<file path="config.mk">
export PLATFORM = sky130hd
export DESIGN_NAME = ata_strobe_gen
export DESIGN_NICKNAME = d
export VERILOG_FILES = /design/src/rtl/ata_strobe_pkg.sv /design/src/rtl/ata_tw_select.sv /design/src/rtl/ata_tw_hold.sv /design/src/rtl/ata_phase_ctrl.sv /design/src/rtl/ata_strobe_out.sv /design/src/rtl/ata_strobe_gen.sv
export SDC_FILE = /design/constraint.sdc
export NUM_CORES = 1
export LEC_CHECK = 0
export BUFFER_PORTS_ARGS = -buffer_cell sky130_fd_sc_hd__buf_2
export CELL_PAD_IN_SITES_DETAIL_PLACEMENT = 0
export CELL_PAD_IN_SITES_GLOBAL_PLACEMENT = 1
export CORE_MARGIN = 2
export CORE_UTILIZATION = 36
export DETAILED_ROUTE_END_ITERATION = 6
export PLACE_DENSITY = 0.76
export SYNTH_ARGS = -nofsm -noshare
export SYNTH_HDL_FRONTEND = slang
export SYNTH_SLANG_ARGS = --single-unit
</file>
<file path="constraint.sdc">
create_clock -name clk -period 2.1 [get_ports clk]
set_input_delay 0.315 -clock clk [delete_from_list [all_inputs] [get_ports clk]]
set_output_delay 0.315 -clock clk [all_outputs]
set_load 0.05 [all_outputs]
</file>
<file path="src/rtl/ata_strobe_pkg.sv">
package ata_strobe_pkg;
  localparam int WORD_W = 32;
  localparam int CNT_W  = 5;
  localparam int FLAG_W = 4;

  typedef enum logic [1:0] {
    PH_IDLE = 2'd0,
    PH_PRE  = 2'd1,
    PH_LOW  = 2'd2,
    PH_HIGH = 2'd3
  } phase_t;

  typedef struct packed {
    logic [CNT_W-1:0] pre;
    logic [CNT_W-1:0] low;
    logic [CNT_W-1:0] high;
  } widths_t;
endpackage

</file>
<file path="src/rtl/ata_tw_select.sv">
module ata_tw_select
  import ata_strobe_pkg::*;
(
  input  logic [WORD_W-1:0] tw,
  input  logic              cmd,
  output widths_t           live,
  output logic [FLAG_W-1:0] live_flags
);
  logic [3:0] unused_udma_clk;
  assign unused_udma_clk = tw[21:18];

  always_comb begin
    if (cmd) begin
      live.pre  = CNT_W'(tw[27:25]);
      live.low  = CNT_W'(tw[17:13]);
      live.high = CNT_W'(tw[12:9]);
    end else begin
      live.pre  = CNT_W'(tw[24:22]);
      live.low  = CNT_W'(tw[8:4]);
      live.high = CNT_W'(tw[3:0]);
    end
  end

  assign live_flags = tw[WORD_W-1 -: FLAG_W];
endmodule

</file>
<file path="src/rtl/ata_tw_hold.sv">
module ata_tw_hold
  import ata_strobe_pkg::*;
(
  input  logic              clk,
  input  logic              rst,
  input  logic              accept,
  input  widths_t           live,
  input  logic [FLAG_W-1:0] live_flags,
  input  logic              rd_in,
  output widths_t           held,
  output logic [FLAG_W-1:0] held_flags,
  output logic              held_rd
);
  always_ff @(posedge clk) begin
    if (rst) begin
      held       <= '0;
      held_flags <= '0;
      held_rd    <= 1'b0;
    end else if (accept) begin
      held       <= live;
      held_flags <= live_flags;
      held_rd    <= rd_in;
    end
  end
endmodule

</file>
<file path="src/rtl/ata_phase_ctrl.sv">
module ata_phase_ctrl
  import ata_strobe_pkg::*;
(
  input  logic    clk,
  input  logic    rst,
  input  logic    start,
  input  logic    burst,
  input  widths_t live,
  input  widths_t held,
  output logic    accept,
  output phase_t  ph_nx,
  output logic    done_nx
);
  phase_t           ph_q;
  logic [CNT_W-1:0] cnt_q, cnt_nx;
  logic             first_q;

  assign accept = start && (ph_q == PH_IDLE);

  always_comb begin
    ph_nx   = ph_q;
    cnt_nx  = cnt_q;
    done_nx = 1'b0;
    unique case (ph_q)
      PH_IDLE: if (accept) begin
        if (first_q) begin ph_nx = PH_PRE; cnt_nx = live.pre; end
        else         begin ph_nx = PH_LOW; cnt_nx = live.low; end
      end
      PH_PRE: begin
        if (cnt_q == '0) begin ph_nx = PH_LOW; cnt_nx = held.low; end
        else cnt_nx = cnt_q - 1'b1;
      end
      PH_LOW: begin
        if (cnt_q == '0) begin ph_nx = PH_HIGH; cnt_nx = held.high; end
        else cnt_nx = cnt_q - 1'b1;
      end
      PH_HIGH: begin
        if (cnt_q == '0) begin ph_nx = PH_IDLE; done_nx = 1'b1; end
        else cnt_nx = cnt_q - 1'b1;
      end
      default: ph_nx = PH_IDLE;
    endcase
  end

  always_ff @(posedge clk) begin
    if (rst) begin
      ph_q    <= PH_IDLE;
      cnt_q   <= '0;
      first_q <= 1'b1;
    end else begin
      ph_q  <= ph_nx;
      cnt_q <= cnt_nx;
      if (accept)      first_q <= 1'b0;
      else if (!burst) first_q <= 1'b1;
    end
  end
endmodule

</file>
<file path="src/rtl/ata_strobe_out.sv">
module ata_strobe_out
  import ata_strobe_pkg::*;
(
  input  logic   clk,
  input  logic   rst,
  input  phase_t ph_nx,
  input  logic   rd_nx,
  input  logic   done_nx,
  output logic   dior_n,
  output logic   diow_n,
  output logic   busy,
  output logic   done
);
  always_ff @(posedge clk) begin
    if (rst) begin
      dior_n <= 1'b1;
      diow_n <= 1'b1;
      busy   <= 1'b0;
      done   <= 1'b0;
    end else begin
      dior_n <= !((ph_nx == PH_LOW) && rd_nx);
      diow_n <= !((ph_nx == PH_LOW) && !rd_nx);
      busy   <= (ph_nx != PH_IDLE);
      done   <= done_nx;
    end
  end
endmodule

</file>
<file path="src/rtl/ata_strobe_gen.sv">
module ata_strobe_gen
  import ata_strobe_pkg::*;
(
  input  logic              clk,
  input  logic              rst,
  input  logic              start,
  input  logic              cyc_cmd,
  input  logic              rd_sel,
  input  logic              burst,
  input  logic [WORD_W-1:0] tword,
  output logic              dior_n,
  output logic              diow_n,
  output logic              busy,
  output logic              done,
  output logic [FLAG_W-1:0] flags
);
  widths_t           live, held;
  logic [FLAG_W-1:0] live_flags;
  logic              accept, held_rd, rd_nx, done_nx;
  phase_t            ph_nx;

  ata_tw_select u_sel (
    .tw(tword), .cmd(cyc_cmd), .live(live), .live_flags(live_flags)
  );

  ata_tw_hold u_hold (
    .clk(clk), .rst(rst), .accept(accept), .live(live), .live_flags(live_flags),
    .rd_in(rd_sel), .held(held), .held_flags(flags), .held_rd(held_rd)
  );

  ata_phase_ctrl u_ctrl (
    .clk(clk), .rst(rst), .start(start), .burst(burst), .live(live), .held(held),
    .accept(accept), .ph_nx(ph_nx), .done_nx(done_nx)
  );

  assign rd_nx = accept ? rd_sel : held_rd;

  ata_strobe_out u_out (
    .clk(clk), .rst(rst), .ph_nx(ph_nx), .rd_nx(rd_nx), .done_nx(done_nx),
    .dior_n(dior_n), .diow_n(diow_n), .busy(busy), .done(done)
  );
endmodule

</file>
# After elaboration in Yosys (flattened, before gate mapping)
# Cells that the tools add are included.
[word_totals] register_bits=27 in_bits=38
[classes] n_addsub=1 n_eq_ne=7 mux=17 n_bitwise=1 reduce_logical=11
[op_table] cell="$mux 5" count=5
[op_table] cell="$pmux 5 s4" count=1
[op_table] cell="$mux 13" count=1
[op_table] cell="$mux 2" count=5
[op_table] cell="$pmux 2 s4" count=1
[op_table] cell="$eq 2x2->1 const B" count=3
[op_table] cell="$logic_not 5->1" count=1
[op_table] cell="$sub 5x1->5 const B" count=1
[op_table] cell="$mux 1" count=4
[op_table] cell="$ne 2x2->1 const B" count=2
[op_table] cell="$logic_and 1x1->1" count=3
[op_table] cell="$logic_not 1->1" count=3
[op_table] cell="$eq 2x1->1 const B" count=1
[op_table] cell="$logic_not 2->1" count=1
[op_table] cell="$ne 2x1->1 const B" count=1
[op_table] cell="$reduce_and 2->1" count=1
[op_table] cell="$reduce_bool 2->1" count=1
[op_table] cell="$reduce_or 2->1" count=1
[op_table] cell="$not 1->1" count=1

# Longest topological paths before layout
[logic_depth] word_depth=7 ltp_mapped=7 ltp_nobuf=6

# By module
# A second synthesis with hierarchy kept.
[hier_totals] hier_cells=173 area_unflattened_um2=1735.4
[by_module_without_submodules] mod="ata_tw_hold" n_inst=1 cells_per_inst=64 area_each_um2=705.7 seq_area_each_um2=400.4
[by_module_without_submodules] mod="ata_phase_ctrl" n_inst=1 cells_per_inst=79 area_each_um2=656.9 seq_area_each_um2=160.2
[by_module_without_submodules] mod="ata_tw_select" n_inst=1 cells_per_inst=21 area_each_um2=240.2 seq_area_each_um2=0.0
[by_module_without_submodules] mod="ata_strobe_out" n_inst=1 cells_per_inst=8 area_each_um2=117.6 seq_area_each_um2=80.1
[by_module_without_submodules] mod="ata_strobe_gen" n_inst=1 cells_per_inst=1 area_each_um2=15.0 seq_area_each_um2=0.0

# Least setup slack after synthesis
# Ideal clock, no wire load.
[synth_path] kind="register to register" from="reg u_ctrl.cnt_q[0]" to="reg u_ctrl.cnt_q[3]" setup_time_ns=0.135 arrival_ns=1.519 required_ns=1.965 slack_ns=0.446 path_stages_with_launch=8 synth_period_minus_slack_ns=1.654 path_cell_list="dfxtp_1 -> inv_1 -> ha_1 -> or4b_1 -> buf_4 -> o31ai_1 -> a211o_1 -> a311oi_1"
[synth_between] elab_chain_len=3 word_cells_on_any_way=8
[synth_lines] item="start, declared" line="ata_phase_ctrl.sv:15" rtl="logic [CNT_W-1:0] cnt_q, cnt_nx;"
[synth_lines] item="start signal, assigned" line="ata_phase_ctrl.sv:52" rtl="cnt_q <= cnt_nx;"
[synth_lines] item="$sub 5x1->5 / $logic_not 5->1 (equally long branches)"
[synth_lines] item="$mux 5, or another cell as far along" line="ata_phase_ctrl.sv:38" rtl="if (cnt_q == '0) begin ph_nx = PH_IDLE; done_nx = 1'b1; end"
[synth_lines] item="$pmux 5 s4 / $reduce_and 2->1 (equally long branches)"
# Several ways; a longest one is shown, not always the timed one. The select of a mux whose other input is x is not followed.
# A chain may end at the register's enable or synchronous reset.

# Worst setup path after layout
# Same ends and word-level chain as after synthesis.

==> metrics.txt <==
Setup CP Type=flop to flop; number of global-route vias before repair=1087; Design Power=2.33 mW; Int Power=1.37 mW; hold_sp=tword[30]; Clock Path Buffers=2; Final Hold Vio Count=0; NetSw=0.959 mW; clock skew=0.00595 ns; Vias/cell=5.00; Synth async-reset ratio=0%; Vias=1174; Max Used Layer=met3; core area=3630 sq um; worst reg2reg endpoint=u_ctrl.cnt_q[3]; crit-path max FO=9; DRC viols=0; antenna violations before repair=0; Worst path slowest cell=or4b_1; Worst Setup End Kind=flop; syn_nets=190; crit-path cells=inv_1 > ha_1 > or4b_1 > a2bb2oi_4 > a311oi_1; # Post-CTS Setup Buffers=0; Slew headroom=67.3%; top post-synthesis cells by count=dfxtp_1, nor2_1, nand2_1; antenna cells=0; Iter 0 DRT Violations=38; crit start category=flop; share of layout cells above drive strength 1=27.8%; Highest Clock Rate=526 MHz; Post-synth EDFFs=0; Cell Area, Placed=1560 sq um; Final Critical Period=1.90 ns; fin crit share=90.5%; PortBufs=41; drt total wl=2.88 mm; met2 WL=1.40 mm; clock root cell=clkbuf_8; First-pass DRT Iterations=4; final slew viol count=0; IO Count=46; largest net degree at the start of global routing=25; Hold Path Depth=3; PwrDens=1430 nW/um^2; clock insertion delay at the later pin of the skew report=0.27 ns; CTS H-tree depth=1; switching portion of total power=41.1%; actual slew at the worst max-slew pin=0.488 ns; Area growth syn-to-layout=20.6%; Top delay family on crit path=simple AND/OR/NAND/NOR gates; RSZ-0062 raised after global routing=false; Reg2Reg Setup Slack=0.20 ns; chip height=65.2 um; synthesized area=1350 sq um; hold buffer count at CTS=0; status=finished, final reports clean; syn_area_per_cell=8.94 sq um; Layout Nets=227; GRT overflow=0; top-count cell post-synth=dfxtp_1; DIE AREA=4260 sq um; setup_tns=0 ns; clock share of power=17.8%; R2R cell count=5; worst ir drop on vdd=0.000516 V; CP max stage delay=0.63 ns; Netlist cell types=37; combinational power share=47.3%; Reg power frac=34.9%; Die W=65.2 um; routed wl met3=109 um; Hold WC Path Type=primary input to flop; warnings from Yosys=0; CTS tree=yes; num rows=22; register area share after synthesis=38.6%; flops & latches, synth=26; Pleak=0.719 nW; post-synth top area share=38.6%; dominant synthesized flop cell=dfxtp_1; Buffers & Inverters on Critical Path=1; max cap viols=0; CTS clk-pin slew, worst paths=0.09 ns; Worst EP required=2.27 ns; area leader, netlist=dfxtp_1; DP Wirelength=2.24 mm; WHS Endpoint=u_hold.held_flags[2]; gr usage total=14.5%; Critical Path AT=2.07 ns; Synth Instances=151; Initial Util=37.2%; final core utilization=44.8%; Final setup viols=0; CTS Sinks=26; Num CTS Buffers=3; RD Place Congestion=0.792; final antenna-violating net count=0; wl on met1=1.37 mm; top cells by area, synth=dfxtp_1, mux2i_1, a211oi_1; routed length per instance=12.2 um; Critical R2R Launch=u_ctrl.cnt_q[0]; Final Cell Area=1630 sq um; first-pass GRT wire length=4.88 mm; # resized after CTS=0
==> power groups by stage <==
stage               Clock (mW)  Combinational [mW]  Sequential (mW)
floorplan                    0               0.918            0.849
global placement             0                1.09            0.816
detailed placement           0                1.11            0.821
CTS                      0.427                1.11            0.811
global route             0.450                1.22            0.841
finish                   0.415                1.10            0.813
==> registers in the layout (all words and copies together), names as in the netlist <==
signal             count
u_out.busy             1
u_ctrl.ph_q            2
u_hold.held_rd         1
u_out.diow_n           1
u_hold.held_flags      4
u_out.dior_n           1
u_ctrl.first_q         1
u_ctrl.cnt_q           5
u_hold.held            9
u_out.done             1
==> area by class of cell <==
class	count	area [sq um]
clock buffers	3	41.3
clock inverters	1	30.0
fillers	380	2010
inverters	4	15.0
multi-input cells	110	741
flip-flops and latches	26	520
well taps	48	60.1
repair buffers	43	220
==> worst max path at each step <==
stage / start / endpoint / slack, ns / cells after the start
finish: u_ctrl.cnt_q[0] / u_ctrl.cnt_q[3] / 0.20 / 5
global route: u_ctrl.cnt_q[0] / u_ctrl.cnt_q[0] / 0.09 / 6
CTS: u_ctrl.cnt_q[0] / u_ctrl.cnt_q[1] / 0.18 / 5
global placement: u_ctrl.cnt_q[0] / u_ctrl.cnt_q[3] / 0.24 / 6
floorplan: u_ctrl.cnt_q[0] / u_ctrl.cnt_q[3] / 0.45 / 7
detailed placement: u_ctrl.cnt_q[0] / u_ctrl.cnt_q[1] / 0.20 / 5
==> metal layers <==
metal	track usage, %	vias up
li1	-	613
met1	19.8	537
met2	24.1	24
met3	2.57	0
met4	3.13	0
met5	0	-
==> tightest hold or removal path: stages <==
cell and delay (ns):
buf_2 0.10, nand2_1 0.05, a21oi_1 0.05
==> through the flow <==
stage,cells,hold slack [ns],worst slack [ns]
2_1_floorplan,151,0.387,0.446
3_3_place_gp,231,0.445,0.245
3_5_place_dp,231,0.449,0.198
4_1_cts,235,0.271,0.179
5_1_grt,235,0.289,0.0867
6_report,235,0.274,0.199
==> logic make-up (layout without fill, tap and decap cells) <==
family,after synthesis,in the layout,synth area share (%)
simple gates,55,55,20.1
compound gates,37,37,21.4
flops,26,26,38.6
mux,15,15,11.1
buf+inv,15,51,6.58
xor+xnor,2,2,1.30
fa+ha+maj,1,1,0.927
==> placed cells by master (no fill, tap or decap), types with 2 or more instances in the layout <==
master and count:
nor2_1 20, buf_4 2, a21o_1 2, o21ai_1 2, inv_1 4, a211oi_1 11
nand3_1 2, clkbuf_8 3, a311oi_1 4, mux2i_1 15, buf_2 41, o41ai_1 2
dfxtp_1 26, nand2b_1 3, a21oi_1 6, a221o_1 2, nand2_1 16, nor3_1 6
xnor2_1 2
No activity file was read; power rests on OpenSTA's default activity.
